**src/rtl/jc_updn_pkg.sv**
```systemverilog
package jc_updn_pkg;

    typedef enum logic {
        DIR_DOWN = 1'b0,
        DIR_UP   = 1'b1
    } dir_e;

endpackage

```
**src/rtl/jc_step_net.sv**
```systemverilog
// Per-bit multiplexed next-state network for a reversible Johnson ring.
module jc_step_net #(
    parameter int WIDTH = 4
) (
    input  logic             up,
    input  logic [WIDTH-1:0] cur,
    output logic [WIDTH-1:0] nxt
);

    for (genvar i = 0; i < WIDTH; i++) begin : g_bit
        logic from_low;
        logic from_high;

        if (i == 0) begin : g_low_end
            assign from_low = ~cur[WIDTH-1];
        end else begin : g_low_mid
            assign from_low = cur[i-1];
        end

        if (i == WIDTH - 1) begin : g_high_end
            assign from_high = ~cur[0];
        end else begin : g_high_mid
            assign from_high = cur[i+1];
        end

        assign nxt[i] = up ? from_low : from_high;
    end

endmodule

```
**src/rtl/jc_tc_detect.sv**
```systemverilog
// Direction-dependent terminal decode; the zero test sees only the end bits.
module jc_tc_detect #(
    parameter int WIDTH = 4
) (
    input  logic             en,
    input  logic             up,
    input  logic [WIDTH-1:0] cur,
    output logic             hit
);

    logic at_last;
    logic at_zero;

    if (WIDTH == 1) begin : g_single
        assign at_last = cur[0];
    end else begin : g_multi
        assign at_last = cur[WIDTH-1] & ~cur[WIDTH-2];
    end

    assign at_zero = ~cur[WIDTH-1] & ~cur[0];
    assign hit     = en & (up ? at_last : at_zero);

endmodule

```
**src/rtl/jc_updn_enable.sv**
```systemverilog
module jc_updn_enable
    import jc_updn_pkg::*;
#(
    parameter int MODULUS = 8
) (
    input  logic                   clk,
    input  logic                   rst_n,
    input  logic                   clr,
    input  logic                   cnt,
    input  logic                   dir,
    output logic [MODULUS/2-1:0]   ring,
    output logic                   wrap
);

    localparam int W = MODULUS / 2;

    typedef struct packed {
        logic [W-1:0] ring;
    } state_t;

    state_t       s_d;
    state_t       s_q;
    logic [W-1:0] step_nxt;
    logic         go_up;
    logic         step_en;

    assign go_up   = (dir_e'(dir) == DIR_UP);
    assign step_en = cnt & ~clr;

    jc_step_net #(.WIDTH(W)) u_step (
        .up  (go_up),
        .cur (s_q.ring),
        .nxt (step_nxt)
    );

    jc_tc_detect #(.WIDTH(W)) u_tc (
        .en  (step_en),
        .up  (go_up),
        .cur (s_q.ring),
        .hit (wrap)
    );

    always_comb begin
        s_d = s_q;
        if (clr) begin
            s_d.ring = '0;
        end else if (cnt) begin
            s_d.ring = step_nxt;
        end
    end

    always_ff @(posedge clk or negedge rst_n) begin
        if (!rst_n) begin
            s_q <= '0;
        end else begin
            s_q <= s_d;
        end
    end

    assign ring = s_q.ring;

endmodule

```
**config.mk**
```make
export PLATFORM = sky130hd
export DESIGN_NAME = jc_updn_enable
export DESIGN_NICKNAME = d
export VERILOG_FILES = /design/src/rtl/jc_updn_pkg.sv /design/src/rtl/jc_step_net.sv /design/src/rtl/jc_tc_detect.sv /design/src/rtl/jc_updn_enable.sv
export SDC_FILE = /design/constraint.sdc
export NUM_CORES = 1
export LEC_CHECK = 0
export CAP_MARGIN = 20
export CORE_AREA = 4 4 41 43
export CTS_BUF_LIST = sky130_fd_sc_hd__clkbuf_4 sky130_fd_sc_hd__clkbuf_8 sky130_fd_sc_hd__clkbuf_16
export CTS_CLUSTER_DIAMETER = 60
export DETAILED_ROUTE_END_ITERATION = 10
export DIE_AREA = 0 0 45 47
export GPL_ROUTABILITY_DRIVEN = 0
export PLACE_DENSITY_LB_ADDON = 0.05
export SKIP_CTS_REPAIR_TIMING = 1
export SYNTH_ARGS = -nofsm -noshare
export SYNTH_HDL_FRONTEND = slang
export SYNTH_SLANG_ARGS = --single-unit
```
**constraint.sdc**
```tcl
create_clock -name clk -period 1.01 [get_ports clk]
set_clock_uncertainty 0.15 [all_clocks]
set_input_delay 0.101 -clock clk [delete_from_list [all_inputs] [get_ports clk]]
set_output_delay 0.101 -clock clk [all_outputs]
set_load 0.005 [all_outputs]
```
==> impl_metrics.toml, run 1 <==
[outcome]
violations = "negative hold slack, negative setup slack"
status = "finished with violations"

[synth]
syn_area_per_cell_um2 = 10.4
netlist_area_um2 = 239
synthesis.nets = 28
postSynthCellCount = 23
seq_area_frac_synth_pct = 41.9
yosysWarnings = 0
yosys_register_bits = 4
post_synth_num_cell_types = 15

[job]
maxCapViolations = 0

[critical_path]
crit_family = "flip-flops"
max_stage_delay_ns = 0.37
required_ns = 0.76
cp-start-kind = "flop"
path_cells = "or3_4, a21oi_2, buf_2"
crit_arrival_ns = 1.20
cp_max_fo = 2
cpMaxStageDelayCell = "dfrtp_1"
critPathKind = "flop to primary output"
critPathCaptureType = "primary output"
cp_num_buf_inv = 1

[global_route]
antenna_found_initial = 0
grt_pass1_wl_um = 1150
grt_usage_pct = 8.39
overflow = 0
first_global_vias = 256
grt_max_degree = 8

[die]
io_pins = 10
die-width_um = 45
rows = 13
core_region_area_mm2 = 0.00130
die_area_mm2 = 0.00212
die_y_um = 47
start_util_pct = 18.4

[cells_and_area]
largest_reg_flops = 4
drive_gt1_share_pct = 45.2
n_antenna_cell = 0
nets = 49
fillers = 143
area_growth_pct = 81.2
final_area_um2 = 433
utilization_pct = 33.3

[placement]
place_ws_ns = -0.814
portBuffers = 9
dpl.hpwl_um = 563
place_area_um2 = 389

[pwr]
ir_drop_mv = 0.386
power_switching_w = 0.000134
power.total_w = 0.000522
clkPwrFrac_pct = 39.4
power_frac_comb_pct = 26.4
p_int_w = 0.000388
swShare_pct = 25.6
power.static_leakage_nw = 0.217
pwr-share-seq_pct = 34.2
power_density_mw_per_mm2 = 1210

[clocking]
clock_sinks = 4
clk_pin_slew_ns = 0.04
clk_path_buf_depth = 2
cts-root-buf = "clkbuf_4"
clkLatencyLatePin_ns = 0.24
cts_htree_levels = 1
cts_tree = "built"
cts_made_buffers = 3

[detailed_routing]
antenna_left = 0
drt-total-wl_um = 740
routed-wl-met2_um = 276
wl_met1_um = 363
vias_per_cell = 4.58
first_iter_violations = 4
highest_layer = "met4"
wire_per_inst_um = 13.0
dr_wl_met3_um = 67
firstDrtPassIters = 4
drc = 0
vias = 261

[timing]
rsz0062_at_grt = "yes"
slew_headroom_pct = 85.6
drv_slew = 0
finalHoldViolations = 4
finalCritPeriodShare_pct = 144
period_minus_slack_ns = 1.45
hold_slack_ns = -0.0721
worst_pin_slew_ns = 0.215
setup_viol = 8
fmax_mhz = 689
final.setup.worst_slack_ns = -0.442

[hold_path]
min_path_type = "input pin to asynchronous set/reset pin"
[worst register-to-register path, delay by kind of cell, from the launching register on]
family	cells	cell delay, ns
AO/OA/AOI/OAI	1	0.21
buffers and inverters	2	0.25
flip-flops	1	0.38
AND/OR/NAND/NOR	1	0.23
[routing by layer]
layer | GRT usage [%] | up-vias
met3 | 2.30 | 4
met4 | 12.3 | 0
met5 | 0 | -
met1 | 10.7 | 118
li1 | - | 124
met2 | 9.04 | 15
[final timing paths]
| check | start | end | slack (ns) | cells after the start |
|---|---|---|---|---|
| setup / recovery | ring[3] | wrap | -0.44 | 3 |
| hold / removal | rst_n | ring[1] | -0.07 | 1 |
| setup reg to reg | ring[0] | ring[3] | -0.32 | 4 |
| hold reg to reg | ring[2] | ring[2] | 0.54 | 3 |
| max in group asynchronous | rst_n | ring[3] | 0.60 | 1 |
| min in group clk | dir | ring[3] | 0.20 | 4 |
[logic make-up after synthesis]
family          share of synthesized area, %
simple gates                            25.7
compound gates                          19.4
flops                                   41.9
mux                                     8.38
buf+inv                                 4.71
[Yosys cell counts]
master    count  area (um2)
nand2b_1      1        6.26
nor2_1        4        15.0
a211oi_1      2        15.0
a21oi_2       1        8.76
mux2i_1       2        20.0
or3_1         1        6.26
nand3b_1      1        7.51
and2_2        1        7.51
buf_6         1        11.3
or2_1         1        6.26
nand2_1       1        3.75
or3b_1        1        8.76
a311oi_2      1        15.0
dfrtp_1       4         100
o31ai_1       1        7.51
[layout by cell type, fill, tap and decap left out, types with 2 or more instances in the layout]
cell type        Yosys  routed
nor2_1               4       4
dlymetal6s2s_1       0       2
clkbuf_4             0       3
a211oi_1             2       2
buf_4                0       5
mux2i_1              2       2
clkdlybuf4s50_1      0       3
dfrtp_1              4       4
buf_6                1       5
[stage by stage]
step	TNS (ns)	instances
final	-1.54	57
after floorplan	-0.195	23
after global routing	-1.90	57
after detailed placement	-2.72	53
after CTS	-2.98	56
after global placement	-2.70	53
[final cells by class]
type / instances / area (um2) / area share [%]
multi-input cells: 18 / 133 / 30.6
repair buffers: 17 / 159 / 36.7
flip-flops and latches: 4 / 100 / 23.1
clock buffers: 3 / 22.5 / 5.20
well taps: 15 / 18.8 / 4.34
[power groups by stage]
stage | clock [W] | sequential [W] | combinational [W]
after floorplan | 0 | 0.000186 | 0.0000415
after global placement | 0 | 0.000179 | 0.000130
after detailed placement | 0 | 0.000180 | 0.000130
after CTS | 0.000214 | 0.000177 | 0.000132
after global routing | 0.000222 | 0.000180 | 0.000149
final | 0.000205 | 0.000178 | 0.000138
Power figures use the tool's default switching activity.
==> run 2, diff against run 1 <==
--- a/config.mk
+++ b/config.mk
@@ -9,10 +9,12 @@
 export CORE_AREA = 4 4 41 43
 export CTS_BUF_LIST = sky130_fd_sc_hd__clkbuf_4 sky130_fd_sc_hd__clkbuf_8 sky130_fd_sc_hd__clkbuf_16
 export CTS_CLUSTER_DIAMETER = 60
+export CTS_CLUSTER_SIZE = 28
 export DETAILED_ROUTE_END_ITERATION = 10
 export DIE_AREA = 0 0 45 47
 export GPL_ROUTABILITY_DRIVEN = 0
 export PLACE_DENSITY_LB_ADDON = 0.05
+export REMOVE_ABC_BUFFERS = 1
 export SKIP_CTS_REPAIR_TIMING = 1
 export SYNTH_ARGS = -nofsm -noshare
 export SYNTH_HDL_FRONTEND = slang
==> impl_metrics.toml, run 2 (synthesized netlist as in run 1, its figures left out) <==
[cells_and_area]
nets = 51
final_common_cell = "buf_4"
final_cell_mix = "buf_4, nor2_1, dfrtp_1"
area_growth_pct = 82.2
largest_reg_flops = 4
drive_gt1_share_pct = 43.2
utilization_pct = 33.5
n_antenna_cell = 0

[global_route]
grt_pass1_wl_um = 1080
grt_usage_pct = 8.17
overflow = 0
grt_max_degree = 8
first_global_vias = 256
antenna_found_initial = 0

[timing]
finalCritPeriodShare_pct = 145
rsz0062_at_grt = "yes"
finalHoldViolations = 0
drv_slew = 0
worst_pin_slew_ns = 0.202
setup_viol = 8
fmax_mhz = 682
setup_tns_ns = -1.17
period_minus_slack_ns = 1.47
final.setup.worst_slack_ns = -0.457
slew_headroom_pct = 86.4

[detailed_routing]
drc = 0
firstDrtPassIters = 4
vias = 257
drt-total-wl_um = 745
first_iter_violations = 1
vias_per_cell = 4.36
wire_per_inst_um = 12.6
antenna_left = 0

[pwr]
power.total_w = 0.000509
power.static_leakage_nw = 0.222
ir_drop_mv = 0.319
power_density_mw_per_mm2 = 1170

[die]
die_y_um = 47
io_pins = 10
start_util_pct = 18.4
core_region_area_mm2 = 0.00130
die-width_um = 45
rows = 13
die_area_mm2 = 0.00212

[job]
maxCapViolations = 0

[placement]
place_ws_ns = -0.795
dpl.hpwl_um = 529
portBuffers = 9

[outcome]
violations = "negative setup slack"
status = "finished with violations"

[clocking]
cts_htree_levels = 1
cts-root-buf = "clkbuf_4"
clkLatencyLatePin_ns = 0.23
clk_path_buf_depth = 2
clock_sinks = 4
cts_made_buffers = 3
cts_tree = "built"
clk_pin_slew_ns = 0.04

[hold_path]
min_path_type = "input pin to flop"

[critical_path]
crit_arrival_ns = 1.22
cp_max_fo = 2
critPathKind = "flop to primary output"
required_ns = 0.76
cp-start-kind = "flop"
critPathCaptureType = "primary output"
[run 2: worst paths after layout]
check / startpoint / endpoint / slack [ns] / cells after the start
min reg2reg: ring[2] / ring[2] / 0.54 / 3
min: dir / ring[0] / 0.18 / 4
max: ring[3] / wrap / -0.46 / 3
max reg2reg: ring[0] / ring[3] / -0.19 / 3
max in group asynchronous: rst_n / ring[2] / 0.08 / 2
min in group asynchronous: rst_n / ring[0] / 0.46 / 2
[run 2: per-layer routing]
| metal | wire length, um | global-route usage (%) |
|---|---|---|
| met3 | 73 | 4.98 |
| met2 | 349 | 11.3 |
| met5 | 0 | 0 |
| met4 | 23 | 8.77 |
| met1 | 298 | 8.05 |
[run 2: critical path, stage by stage (launching register included)]
cell and delay [ns]:
dfrtp_1 0.37, or3_1 0.36, a21oi_2 0.12, buf_2 0.13
[run 2: layout make-up]
cell class	instances	area [um2]
fillers	148	866
repair buffers	19	166
multi-input cells	18	128
flip-flops and latches	4	100
clock buffers	3	22.5
well taps	15	18.8
[run 2: through the flow]
step | cell area [um2] | instances | hold WS, ns
global placement | 389 | 53 | 0.167
CTS | 412 | 56 | -0.0812
global route | 435 | 59 | 0.217
floorplan | 228 | 22 | -0.345
detailed placement | 389 | 53 | 0.167
finish | 435 | 59 | 0.180
[run 2: report_power, final]
part           total (W)  internal [W]  leakage [nW]  switching [W]
combinational   0.000133     0.0000790         0.156      0.0000541
sequential      0.000179      0.000172        0.0528     0.00000654
clock           0.000198      0.000133        0.0138      0.0000648
